## src/rtl/gw_pkg.sv

```systemverilog
package gw_pkg;

  // Sequencer phases: waiting for a launch, choosing a slot for the next
  // block, presenting warps of the current block.
  typedef enum logic [1:0] {
    GW_IDLE   = 2'd0,
    GW_ASSIGN = 2'd1,
    GW_EMIT   = 2'd2
  } gw_state_e;

endpackage

```

## src/rtl/gw_slot_pick.sv

```systemverilog
// Rotating search for the first ready slot at or after a start pointer.
module gw_slot_pick #(
  parameter int SLOTS = 4,
  localparam int SLOT_W = (SLOTS > 1) ? $clog2(SLOTS) : 1
) (
  input  logic [SLOTS-1:0]  ready,
  input  logic [SLOT_W-1:0] from_ptr,
  output logic              found,
  output logic [SLOT_W-1:0] pick
);

  always_comb begin
    found = 1'b0;
    pick  = '0;
    // Walk the rotation from the far end so the nearest candidate wins.
    for (int k = SLOTS - 1; k >= 0; k--) begin
      if (ready[(int'(from_ptr) + k) % SLOTS]) begin
        found = 1'b1;
        pick  = SLOT_W'((int'(from_ptr) + k) % SLOTS);
      end
    end
  end

endmodule

```

## src/rtl/gw_lane_gen.sv

```systemverilog
// Builds per-lane global indices from a warp base and compares each to n.
module gw_lane_gen #(
  parameter int NW    = 32,
  parameter int LANES = 32
) (
  input  logic [NW-1:0]       base,
  input  logic [NW-1:0]       n_lim,
  output logic [LANES*NW-1:0] idx_flat,
  output logic [LANES-1:0]    act_mask
);

  for (genvar g = 0; g < LANES; g++) begin : g_lane
    logic [NW-1:0] lane_idx;
    assign lane_idx               = base + NW'(g);
    assign idx_flat[g*NW +: NW]   = lane_idx;
    assign act_mask[g]            = (lane_idx < n_lim);
  end

endmodule

```

## src/rtl/gw_launch_ctrl.sv

```systemverilog
// Launch sequencer: captures n, counts blocks and warps, owns the slot pointer.
module gw_launch_ctrl
  import gw_pkg::*;
#(
  parameter int NW            = 32,
  parameter int BLOCK_THREADS = 512,
  parameter int WARP_LANES    = 32,
  parameter int SLOTS         = 4,
  localparam int LOG_BLK  = $clog2(BLOCK_THREADS),
  localparam int LOG_LANE = $clog2(WARP_LANES),
  localparam int WARPS    = BLOCK_THREADS / WARP_LANES,
  localparam int WID_W    = (WARPS > 1) ? $clog2(WARPS) : 1,
  localparam int BID_W    = NW - LOG_BLK,
  localparam int BCNT_W   = BID_W + 1,
  localparam int SLOT_W   = (SLOTS > 1) ? $clog2(SLOTS) : 1
) (
  input  logic              clk,
  input  logic              rst_n,
  input  logic              start,
  input  logic [NW-1:0]     n_in,
  input  logic              pick_found,
  input  logic [SLOT_W-1:0] pick_slot,
  input  logic              accept,
  output logic              emit,
  output logic [BID_W-1:0]  blk_q,
  output logic [WID_W-1:0]  warp_q,
  output logic [SLOT_W-1:0] slot_q,
  output logic [SLOT_W-1:0] rr_q,
  output logic [NW-1:0]     n_q,
  output logic              done_q
);

  gw_state_e         state_q;
  logic [BCNT_W-1:0] nblk_q;
  logic [NW:0]       n_round;
  logic [BCNT_W-1:0] nblk_in;
  logic              last_warp;
  logic              last_blk;
  logic [SLOT_W-1:0] rr_next;

  // Round up to whole blocks in one bit of headroom.
  assign n_round   = {1'b0, n_in} + (NW+1)'(BLOCK_THREADS - 1);
  assign nblk_in   = BCNT_W'(n_round >> LOG_BLK);
  assign last_warp = (warp_q == WID_W'(WARPS - 1));
  assign last_blk  = (({1'b0, blk_q} + BCNT_W'(1)) == nblk_q);
  assign rr_next   = (slot_q == SLOT_W'(SLOTS - 1)) ? '0 : slot_q + 1'b1;
  assign emit      = (state_q == GW_EMIT);

  always_ff @(posedge clk or negedge rst_n) begin
    if (!rst_n) begin
      state_q <= GW_IDLE;
      nblk_q  <= '0;
      n_q     <= '0;
      blk_q   <= '0;
      warp_q  <= '0;
      slot_q  <= '0;
      rr_q    <= '0;
      done_q  <= 1'b0;
    end else begin
      unique case (state_q)
        GW_IDLE: begin
          if (start) begin
            n_q    <= n_in;
            nblk_q <= nblk_in;
            blk_q  <= '0;
            warp_q <= '0;
            rr_q   <= '0;
            done_q <= (n_in == '0);
            state_q <= (n_in == '0) ? GW_IDLE : GW_ASSIGN;
          end
        end
        GW_ASSIGN: begin
          if (pick_found) begin
            slot_q  <= pick_slot;
            warp_q  <= '0;
            state_q <= GW_EMIT;
          end
        end
        GW_EMIT: begin
          if (accept) begin
            if (!last_warp) begin
              warp_q <= warp_q + 1'b1;
            end else if (last_blk) begin
              done_q  <= 1'b1;
              state_q <= GW_IDLE;
            end else begin
              blk_q   <= blk_q + 1'b1;
              rr_q    <= rr_next;
              state_q <= GW_ASSIGN;
            end
          end
        end
        default: state_q <= GW_IDLE;
      endcase
    end
  end

endmodule

```

## src/rtl/gw_grid_warp_gen.sv

```systemverilog
// Top: launch sequencer, slot chooser and lane index generator on one bus.
module gw_grid_warp_gen #(
  parameter int NW            = 32,
  parameter int BLOCK_THREADS = 512,
  parameter int WARP_LANES    = 32,
  parameter int SLOTS         = 4,
  localparam int LOG_BLK  = $clog2(BLOCK_THREADS),
  localparam int LOG_LANE = $clog2(WARP_LANES),
  localparam int WARPS    = BLOCK_THREADS / WARP_LANES,
  localparam int WID_W    = (WARPS > 1) ? $clog2(WARPS) : 1,
  localparam int BID_W    = NW - LOG_BLK,
  localparam int SLOT_W   = (SLOTS > 1) ? $clog2(SLOTS) : 1
) (
  input  logic                     clk,
  input  logic                     rst_n,
  input  logic                     start,
  input  logic [NW-1:0]            n_in,
  input  logic [SLOTS-1:0]         slot_ready,
  output logic [SLOTS-1:0]         slot_valid,
  output logic [BID_W-1:0]         desc_blk,
  output logic [WID_W-1:0]         desc_warp,
  output logic [WARP_LANES*NW-1:0] desc_idx,
  output logic [WARP_LANES-1:0]    desc_mask,
  output logic                     done
);

  logic              emit;
  logic [BID_W-1:0]  blk_q;
  logic [WID_W-1:0]  warp_q;
  logic [SLOT_W-1:0] slot_q;
  logic [SLOT_W-1:0] rr_q;
  logic [NW-1:0]     n_q;
  logic              pick_found;
  logic [SLOT_W-1:0] pick_slot;
  logic              accept;
  logic [NW-1:0]     warp_base;

  gw_launch_ctrl #(
    .NW(NW), .BLOCK_THREADS(BLOCK_THREADS),
    .WARP_LANES(WARP_LANES), .SLOTS(SLOTS)
  ) u_ctrl (
    .clk(clk), .rst_n(rst_n), .start(start), .n_in(n_in),
    .pick_found(pick_found), .pick_slot(pick_slot), .accept(accept),
    .emit(emit), .blk_q(blk_q), .warp_q(warp_q), .slot_q(slot_q),
    .rr_q(rr_q), .n_q(n_q), .done_q(done)
  );

  gw_slot_pick #(.SLOTS(SLOTS)) u_pick (
    .ready(slot_ready), .from_ptr(rr_q),
    .found(pick_found), .pick(pick_slot)
  );

  // Block and warp numbers concatenate into the lane-0 index (power-of-two sizes).
  assign warp_base = {blk_q, warp_q, {LOG_LANE{1'b0}}};

  gw_lane_gen #(.NW(NW), .LANES(WARP_LANES)) u_lanes (
    .base(warp_base), .n_lim(n_q),
    .idx_flat(desc_idx), .act_mask(desc_mask)
  );

  for (genvar s = 0; s < SLOTS; s++) begin : g_valid
    assign slot_valid[s] = emit && (slot_q == SLOT_W'(s));
  end

  assign accept    = |(slot_valid & slot_ready);
  assign desc_blk  = blk_q;
  assign desc_warp = warp_q;

endmodule

```

## config.mk

```make
export PLATFORM = sky130hd
export DESIGN_NAME = gw_grid_warp_gen
export DESIGN_NICKNAME = d
export VERILOG_FILES = /design/src/rtl/gw_pkg.sv /design/src/rtl/gw_slot_pick.sv /design/src/rtl/gw_lane_gen.sv /design/src/rtl/gw_launch_ctrl.sv /design/src/rtl/gw_grid_warp_gen.sv
export SDC_FILE = /design/constraint.sdc
export NUM_CORES = 1
export LEC_CHECK = 0
export BUFFER_PORTS_ARGS = -buffer_cell sky130_fd_sc_hd__buf_2
export CORE_AREA = 2 2 435 437
export CTS_BUF_LIST = sky130_fd_sc_hd__clkbuf_4
export CTS_CLUSTER_DIAMETER = 100
export DETAILED_ROUTE_END_ITERATION = 10
export DIE_AREA = 0 0 437 439
export MAX_ROUTING_LAYER = met4
export PLACE_DENSITY_LB_ADDON = 0.12
export RECOVER_POWER = 100
export SLEW_MARGIN = 5
export SYNTH_ARGS = -nofsm -noshare
export SYNTH_HDL_FRONTEND = slang
export SYNTH_SLANG_ARGS = --single-unit
```

## constraint.sdc

```tcl
create_clock -name clk -period 3.8 [get_ports clk]
set_input_delay 0.76 -clock clk [delete_from_list [all_inputs] [get_ports clk]]
set_output_delay 0.76 -clock clk [all_outputs]
set_load 0.005 [all_outputs]
```

==> impl_metrics.csv, run 1 <==
group,metric,value,unit
critical_path,critPathMaxStageDelay,0.43,ns
route,route.vias.total,10436,
cts,clock-sinks,90,
global_route,gr-total-overflow,0,
layout,final_cells,4464,
route,post_drt_wl_per_cell,13.5,microns
power_and_ir_drop,power_frac_clock,0.123,
logic_synthesis,ys_warn_count,0,
floorplanning,core_area,0.187,sq mm
floorplanning,die_area,0.192,sq mm
critical_path,path_class,"flip-flop to primary output",
place,dp.cells,4420,
critical_path,critPathTopFamily,"compound AO/OA/AOI/OAI gates",
global_route,grt_pass1_wl,78.0,mm
layout,synthToLayoutAreaGrowth,12.7,%
timing,fin_hold_ws,0.377,ns
critical_path,r2r_cells,9,
global_route,grt_pass1_vias,8949,
logic_synthesis,syn-cell-area,0.0140,sq mm
power_and_ir_drop,power_frac_seq,0.255,
layout,fin_area,0.0157,sq mm
logic_synthesis,synth.largest_area_cell,"buf_4",
place,place_area,0.0154,sq mm
place,gp_congestion,0.679,
floorplanning,die_w,437,microns
logic_synthesis,ys_seq_area_frac,0.161,
cts,insertion_delay,0.59,ns
floorplanning,die_y,439,microns
timing,max_freq,269,MHz
power_and_ir_drop,p_total,0.00635,W
hold_path,hp-class,"input pin to flip-flop",
cts,tritoncts,"yes",
logic_synthesis,synthDistinctLibCells,65,
timing,fin_crit_sh,0.978,
critical_path,cp_num_cells,11,
timing,slew_headroom,-0.971,
power_and_ir_drop,swShare,0.499,
power_and_ir_drop,p_switching,0.00317,W
logic_synthesis,syn_area_per_cell,7.86,sq um
critical_path,endpoint_kind,"primary output",
logic_synthesis,ys_seq_elements,90,
cts,root_buffer,"clkbuf_4",
route,dr.pass1.iters,4,
critical_path,critical_path_arrival,2.96,ns
critical_path,cp.required,3.04,ns
logic_synthesis,yosysTopAreaCellShare,0.551,
route,drt_iter0_drc,337,
critical_path,cp_num_buf_inv,2,
logic_synthesis,netlist_top_cells_area,"buf_4, dfrtp_1, ha_1",
logic_synthesis,postSynthCellCount,1775,
timing,final-hold-violation-count,0,
timing,rsz0062_at_grt,"yes",
job,drv_cap,2,
timing,setup_slack,0.0844,ns
global_route,antenna_found_initial,34,
power_and_ir_drop,combPwrFrac,0.623,
floorplanning,ios,1127,
cts,cts_buffers,9,
hold_path,hold_depth,3,
timing,setup_viol,0,
critical_path,crit_chain,"buf_6 -> ha_1 -> a21o_1 -> a21o_1 -> a21oi_2 -> o21ai_2 -> nor2_2 -> nor2_4 -> or2_4 -> a21oi_2 -> buf_2",
logic_synthesis,synth_top_flop_cell,"dfrtp_1",
outcome,violations,"max-capacitance violations, max-slew violations",
cts,cts_buffer_depth,2,
logic_synthesis,ys_async_sr_fraction,1.00,
timing,period_needed,3.72,ns
route,routed_wl,60.1,mm
place,numPortBuffers,966,
power_and_ir_drop,irDropWorstVdd,0.000211,V
logic_synthesis,synth-edff-count,0,
route,detail_route.vias_per_cell,2.34,
power_and_ir_drop,p_int,0.00318,W
cts,path_clk_slew,0.18,ns
cts,htreeDepth,3,
layout,layout-drive-gt1-share,0.513,
route,drc,0,
timing,slew_viol_final,74,
layout,nNetsFinal,2023,
power_and_ir_drop,power.density,404,mW/mm^2
critical_path,cp-start-kind,"flip-flop",
global_route,grt_max_degree,44,
power_and_ir_drop,leakage,8.27,nW
timing,tightest_slew,2.96,ns
floorplanning,initial_utilization,0.0746,
global_route,gr-usage-all-layers,0.0596,
place,dp_slack,0.113,ns
outcome,status,"finished with violations",
critical_path,cp_slowest_cell,"dfrtp_1",
timing,finClkSkew,0.0211,ns
floorplanning,rows,159,
place,hpwl,50.7,mm
route,antenna_left,0,
critical_path,cp_max_fo,12,
[tightest hold or removal path, stage by stage]
cell	delay, ns
buf_2	0.10
nand2_1	0.04
nand2_1	0.05
[synthesized netlist by cell type (3+ instances only)]
| cell type | n |
|---|---|
| buf_4 | 1024 |
| nand2_1 | 108 |
| dfrtp_1 | 90 |
| o21ai_0 | 69 |
| inv_1 | 46 |
| a21oi_1 | 45 |
| ha_1 | 34 |
| nor2_1 | 33 |
| xnor2_1 | 33 |
| clkbuf_1 | 28 |
| nand3_1 | 28 |
| nor3_1 | 25 |
| xor2_1 | 24 |
| a21o_1 | 18 |
| nand4_1 | 16 |
| a221o_1 | 14 |
| nor4_1 | 14 |
| buf_2 | 13 |
| nand2b_1 | 10 |
| and2_1 | 9 |
| and3_1 | 8 |
| o211ai_1 | 7 |
| a22o_1 | 6 |
| or4_1 | 6 |
| and4_1 | 5 |
| a31oi_1 | 3 |
| mux2_2 | 3 |
| nor2b_1 | 3 |
| or2_2 | 3 |
| or3_1 | 3 |
[power groups by stage]
stage	Sequential [W]	Combinational [W]	Clock, W
floorplan	0.00169	0.00318	0
global placement	0.00165	0.00413	0
detailed placement	0.00165	0.00404	0
CTS	0.00163	0.00415	0.000838
global route	0.00168	0.00443	0.000863
finish	0.00162	0.00395	0.000778
[routing by layer]
metal	vias up	global-route usage	wire length, microns
li1	4934	-	-
met1	4846	0.0640	23100
met2	580	0.113	33300
met3	76	0.00965	2630
met4	0	0.0137	959
met5	-	-	0
[sequential cells by signal, summed over array words and instances, names as in the netlist]
register / count
u_ctrl.blk_q: 23
u_ctrl.done_q: 1
u_ctrl.n_q: 32
u_ctrl.nblk_q: 24
u_ctrl.rr_q: 2
u_ctrl.slot_q: 2
u_ctrl.state_q: 2
u_ctrl.warp_q: 4
[layout by cell type, fill, tap and decap left out, types with 33 or more instances in the layout]
master      n
buf_4      76
clkbuf_1  158
nand2_1   108
inv_1      44
o21ai_0    67
dfrtp_1    78
clkbuf_2   39
xnor2_1    33
conb_1    160
buf_2     787
[worst paths after layout]
| check | to | startpoint | slack, ns |
|---|---|---|---|
| worst max-delay path | desc_mask[22] | u_ctrl.blk_q[0] | 0.08 |
| worst min-delay path | u_ctrl.n_q[4] | n_in[4] | 0.38 |
| worst max register to register | u_ctrl.blk_q[16] | u_ctrl.warp_q[1] | 0.37 |
| worst min register to register | u_ctrl.nblk_q[22] | u_ctrl.nblk_q[22] | 0.53 |
| max in group asynchronous | u_ctrl.blk_q[1] | rst_n | 0.66 |
| min in group asynchronous | u_ctrl.blk_q[14] | rst_n | 1.12 |
[what timing repair did]
action | 4_1_cts | 5_1_grt
hold buffers | 0 | 0
resized for setup | 60 | 16
cloned | 1 | 1
endpoints found under the setup margin | 32 | 31
buffers inserted | 9 | 5
pin swaps | 21 | 8
[area by class of cell]
class | count | area, sq um
sequential | 90 | 2270
inverter | 46 | 178
clock buffer | 10 | 75.1
timing repair buffer | 1071 | 5390
fill | 22212 | 171000
multi-input combinational | 732 | 4550
antenna | 14 | 35.0
tap | 2495 | 3120
clock inverter | 6 | 105
[metrics by stage]
step / TNS [ns] / util
5_1_grt: -2.31 / 0.0840
3_3_place_gp: 0 / 0.0824
6_report: 0 / 0.0841
2_1_floorplan: 0 / -
4_1_cts: -0.321 / 0.0848
3_5_place_dp: 0 / 0.0824
[cells by family (layout without fill, tap and decap cells)]
family                     after synthesis  after routing  share of synthesized area
AOI/OAI and AO/OA                      186            186                     0.0846
xor gates and xnor gates                57             57                     0.0358
adders and majority gates               34             34                     0.0305
buffers and inverters                 1113           1133                      0.577
DFF                                     90             90                      0.161
muxes                                    5              5                    0.00386
other                                    2            174                   0.000538
and+or+nand+nor                        288            290                      0.107
Power figures use the tool's default switching activity.
==> run 2: changes to the inputs <==
--- a/config.mk
+++ b/config.mk
@@ -5,7 +5,7 @@
 export SDC_FILE = /design/constraint.sdc
 export NUM_CORES = 1
 export LEC_CHECK = 0
-export BUFFER_PORTS_ARGS = -buffer_cell sky130_fd_sc_hd__buf_2
+export BUFFER_PORTS_ARGS = -buffer_cell sky130_fd_sc_hd__buf_4
 export CORE_AREA = 2 2 435 437
 export CTS_BUF_LIST = sky130_fd_sc_hd__clkbuf_4
 export CTS_CLUSTER_DIAMETER = 100
==> run 2 against run 1 <==
  * The run still ends with max-capacitance violations, max-slew violations left
  * Clock skew increased by 0.0086 ns
  * Routed wire length up 6.0%
  * Die area unchanged
  * Hold slack improved by 0.013 ns
  * Register-to-register slack lost 0.17 ns
  * Sequential power about the same
  * Non-clock buffer count shrank 15
  * Critical path depth unchanged
  * Critical path type unchanged
  * Via count is 0.40% lower
  * Count of clock-buffer cells in the layout stayed put
  * Critical endpoint is now desc_mask[18]
  * Combinational power is 10% higher
  * Largest cell class unchanged
  * Core utilization up 0.88 points
==> impl_metrics.csv, run 2 (synthesis results as in run 1) <==
group,metric,value,unit
route,wl_met3,3.15,mm
timing,rsz0062_at_grt,"yes",
timing,max_freq,272,MHz
layout,nNetsFinal,2007,
hold_path,hold_depth,3,
hold_path,whs_endpoint,"u_ctrl.n_q[0]",
place,numPortBuffers,966,
power_and_ir_drop,power.density,374,mW/mm^2
layout,layout_commonest_cell,"clkbuf_4",
global_route,grt_max_degree,45,
critical_path,path_class,"flip-flop to primary output",
cts,htreeDepth,3,
route,dr.pass1.iters,5,
hold_path,hp-start,"n_in[0]",
route,detail_route.vias_per_cell,2.34,
critical_path,rr_startpoint,"u_ctrl.blk_q[3]",
cts,cts_buffer_depth,2,
cts,cts_buffers,9,
critical_path,r2r_cells,10,
power_and_ir_drop,irDropWorstVdd,0.000164,V
route,drt_iter0_drc,380,
layout,reg.largest.list,"u_ctrl.n_q x32, u_ctrl.nblk_q x24, u_ctrl.blk_q x23",
route,highest_layer,"met4",
route,wl_met2,36.5,mm
cts,root_buffer,"clkbuf_4",
route,route.vias.total,10394,
layout,fin_util,0.0929,
layout,synthToLayoutAreaGrowth,24.5,%
timing,period_needed,3.67,ns
global_route,grt_pass1_wl,83.0,mm
place,place_area,0.0177,sq mm
timing,slew_viol_final,89,
route,routed_wl,63.7,mm
global_route,gr-usage-all-layers,0.0633,
timing,final-hold-violation-count,0,
global_route,antenna_found_initial,21,
floorplanning,rows,159,
floorplanning,die_w,437,microns
layout,largest_reg_flops,32,
floorplanning,die_area,0.192,sq mm
timing,fin_crit_sh,0.966,
cts,ctsHoldBuffers,0,
power_and_ir_drop,leakage,7.77,nW
route,antenna_left,0,
critical_path,cp-start-kind,"flip-flop",
layout,final_cell_mix,"clkbuf_4, clkbuf_1, buf_4, conb_1, nand2_1",
timing,finClkSkew,0.0297,ns
route,drc,0,
place,hpwl,53.1,mm
timing,slew_headroom,-0.732,
timing,setup_viol,0,
floorplanning,die_y,439,microns
layout,fin_area,0.0174,sq mm
floorplanning,initial_utilization,0.0746,
layout,top_register,"u_ctrl.n_q",
timing,tightest_slew,2.60,ns
route,post_drt_wl_per_cell,14.3,microns
route,wirelength_met1,23.3,mm
cts,insertion_delay,0.57,ns
layout,layout-drive-gt1-share,0.490,
critical_path,cp_max_fo,8,
outcome,status,"finished with violations",
hold_path,hp-class,"input pin to flip-flop",
job,drv_cap,3,
critical_path,endpoint_kind,"primary output",
floorplanning,ios,1127,
critical_path,r2r-end,"u_ctrl.blk_q[13]",
global_route,gr-total-overflow,0,
place,gp_congestion,0.664,
global_route,grt_pass1_vias,9472,
floorplanning,core_area,0.187,sq mm
outcome,violations,"max-capacitance violations, max-slew violations",
cts,tritoncts,"yes",
cts,path_clk_slew,0.17,ns
critical_path,regToRegSetupSlack,0.20,ns
critical_path,cp.required,3.04,ns
cts,clock-sinks,90,
critical_path,critical_path_arrival,2.91,ns
[run 2: changes by cell type in the layout (fill, tap and decap cells not counted), sizes merged]
cell / before / now
diode: 14 / 8
clkinvlp: 1 / 0
buf: 873 / 172
clkinv: 2 / 6
clkbuf: 208 / 894
bufinv: 3 / 0
nand2b: 11 / 10
[run 2: through the flow]
step | setup WS, ns | TNS, ns | total power, W | instances | hold WS (ns)
after floorplan | 0.0228 | 0 | 0.00487 | 1933 | 0.459
after global placement | -0.0622 | -0.495 | 0.00647 | 4401 | 0.490
after detailed placement | 0.0383 | 0 | 0.00638 | 4401 | 0.494
after CTS | 0.00678 | 0 | 0.00704 | 4428 | 0.149
after global routing | -0.0908 | -2.21 | 0.00716 | 4440 | 0.317
final | 0.129 | 0 | 0.00649 | 4442 | 0.390
[run 2: layer usage]
layer  vias up  track usage
li1       4890            -
met1      4908       0.0656
met2       547        0.123
met3        49       0.0126
met4         0       0.0106
met5         -            -
[run 2: final cells by class]
cell class              instances  area (sq um)
diodes                          8          20.0
clock buffers                  10          75.1
clock inverters                 6          25.0
fillers                     22104        170000
inverters                      46           173
multi-input cells             731          4490
flip-flops and latches         90          2270
well taps                    2495          3120
repair buffers               1056          7200
[run 2: report_power, final]
| group | total [W] | switching [W] | internal [W] |
|---|---|---|---|
| Clock | 0.000547 | 0.000416 | 0.000131 |
| Sequential | 0.00160 | 0.000296 | 0.00130 |
| Combinational | 0.00435 | 0.00246 | 0.00189 |
| Total | 0.00649 | 0.00318 | 0.00332 |
[run 2: how the worst max path moves through the flow]
stage / to / cells after the start / startpoint
4_1_cts: desc_mask[0] / 12 / u_ctrl.blk_q[0]
5_1_grt: desc_mask[4] / 10 / u_ctrl.blk_q[10]
3_3_place_gp: u_ctrl.blk_q[13] / 12 / u_ctrl.blk_q[0]
2_1_floorplan: u_ctrl.blk_q[4] / 10 / u_ctrl.blk_q[0]
3_5_place_dp: u_ctrl.blk_q[13] / 12 / u_ctrl.blk_q[0]
6_report: desc_mask[18] / 11 / u_ctrl.n_q[17]
[run 2: worst max-delay path, cell delays in order (launching register included)]
cell and delay (ns):
dfrtp_1 0.41, inv_2 0.07, ha_4 0.20, a21o_1 0.17, a21o_1 0.15, a21o_1 0.15, a21o_1 0.17, a21oi_4 0.19
o221ai_4 0.19, or2_4 0.36, a21oi_2 0.14, buf_4 0.13
[run 2: repair_timing]
item,4_1_cts,5_1_grt
endpoints found under the setup margin,34,54
hold endpoints to repair,0,0
pin swaps,15,7
gates cloned,1,0
buffers inserted,11,6
resized for setup,35,24
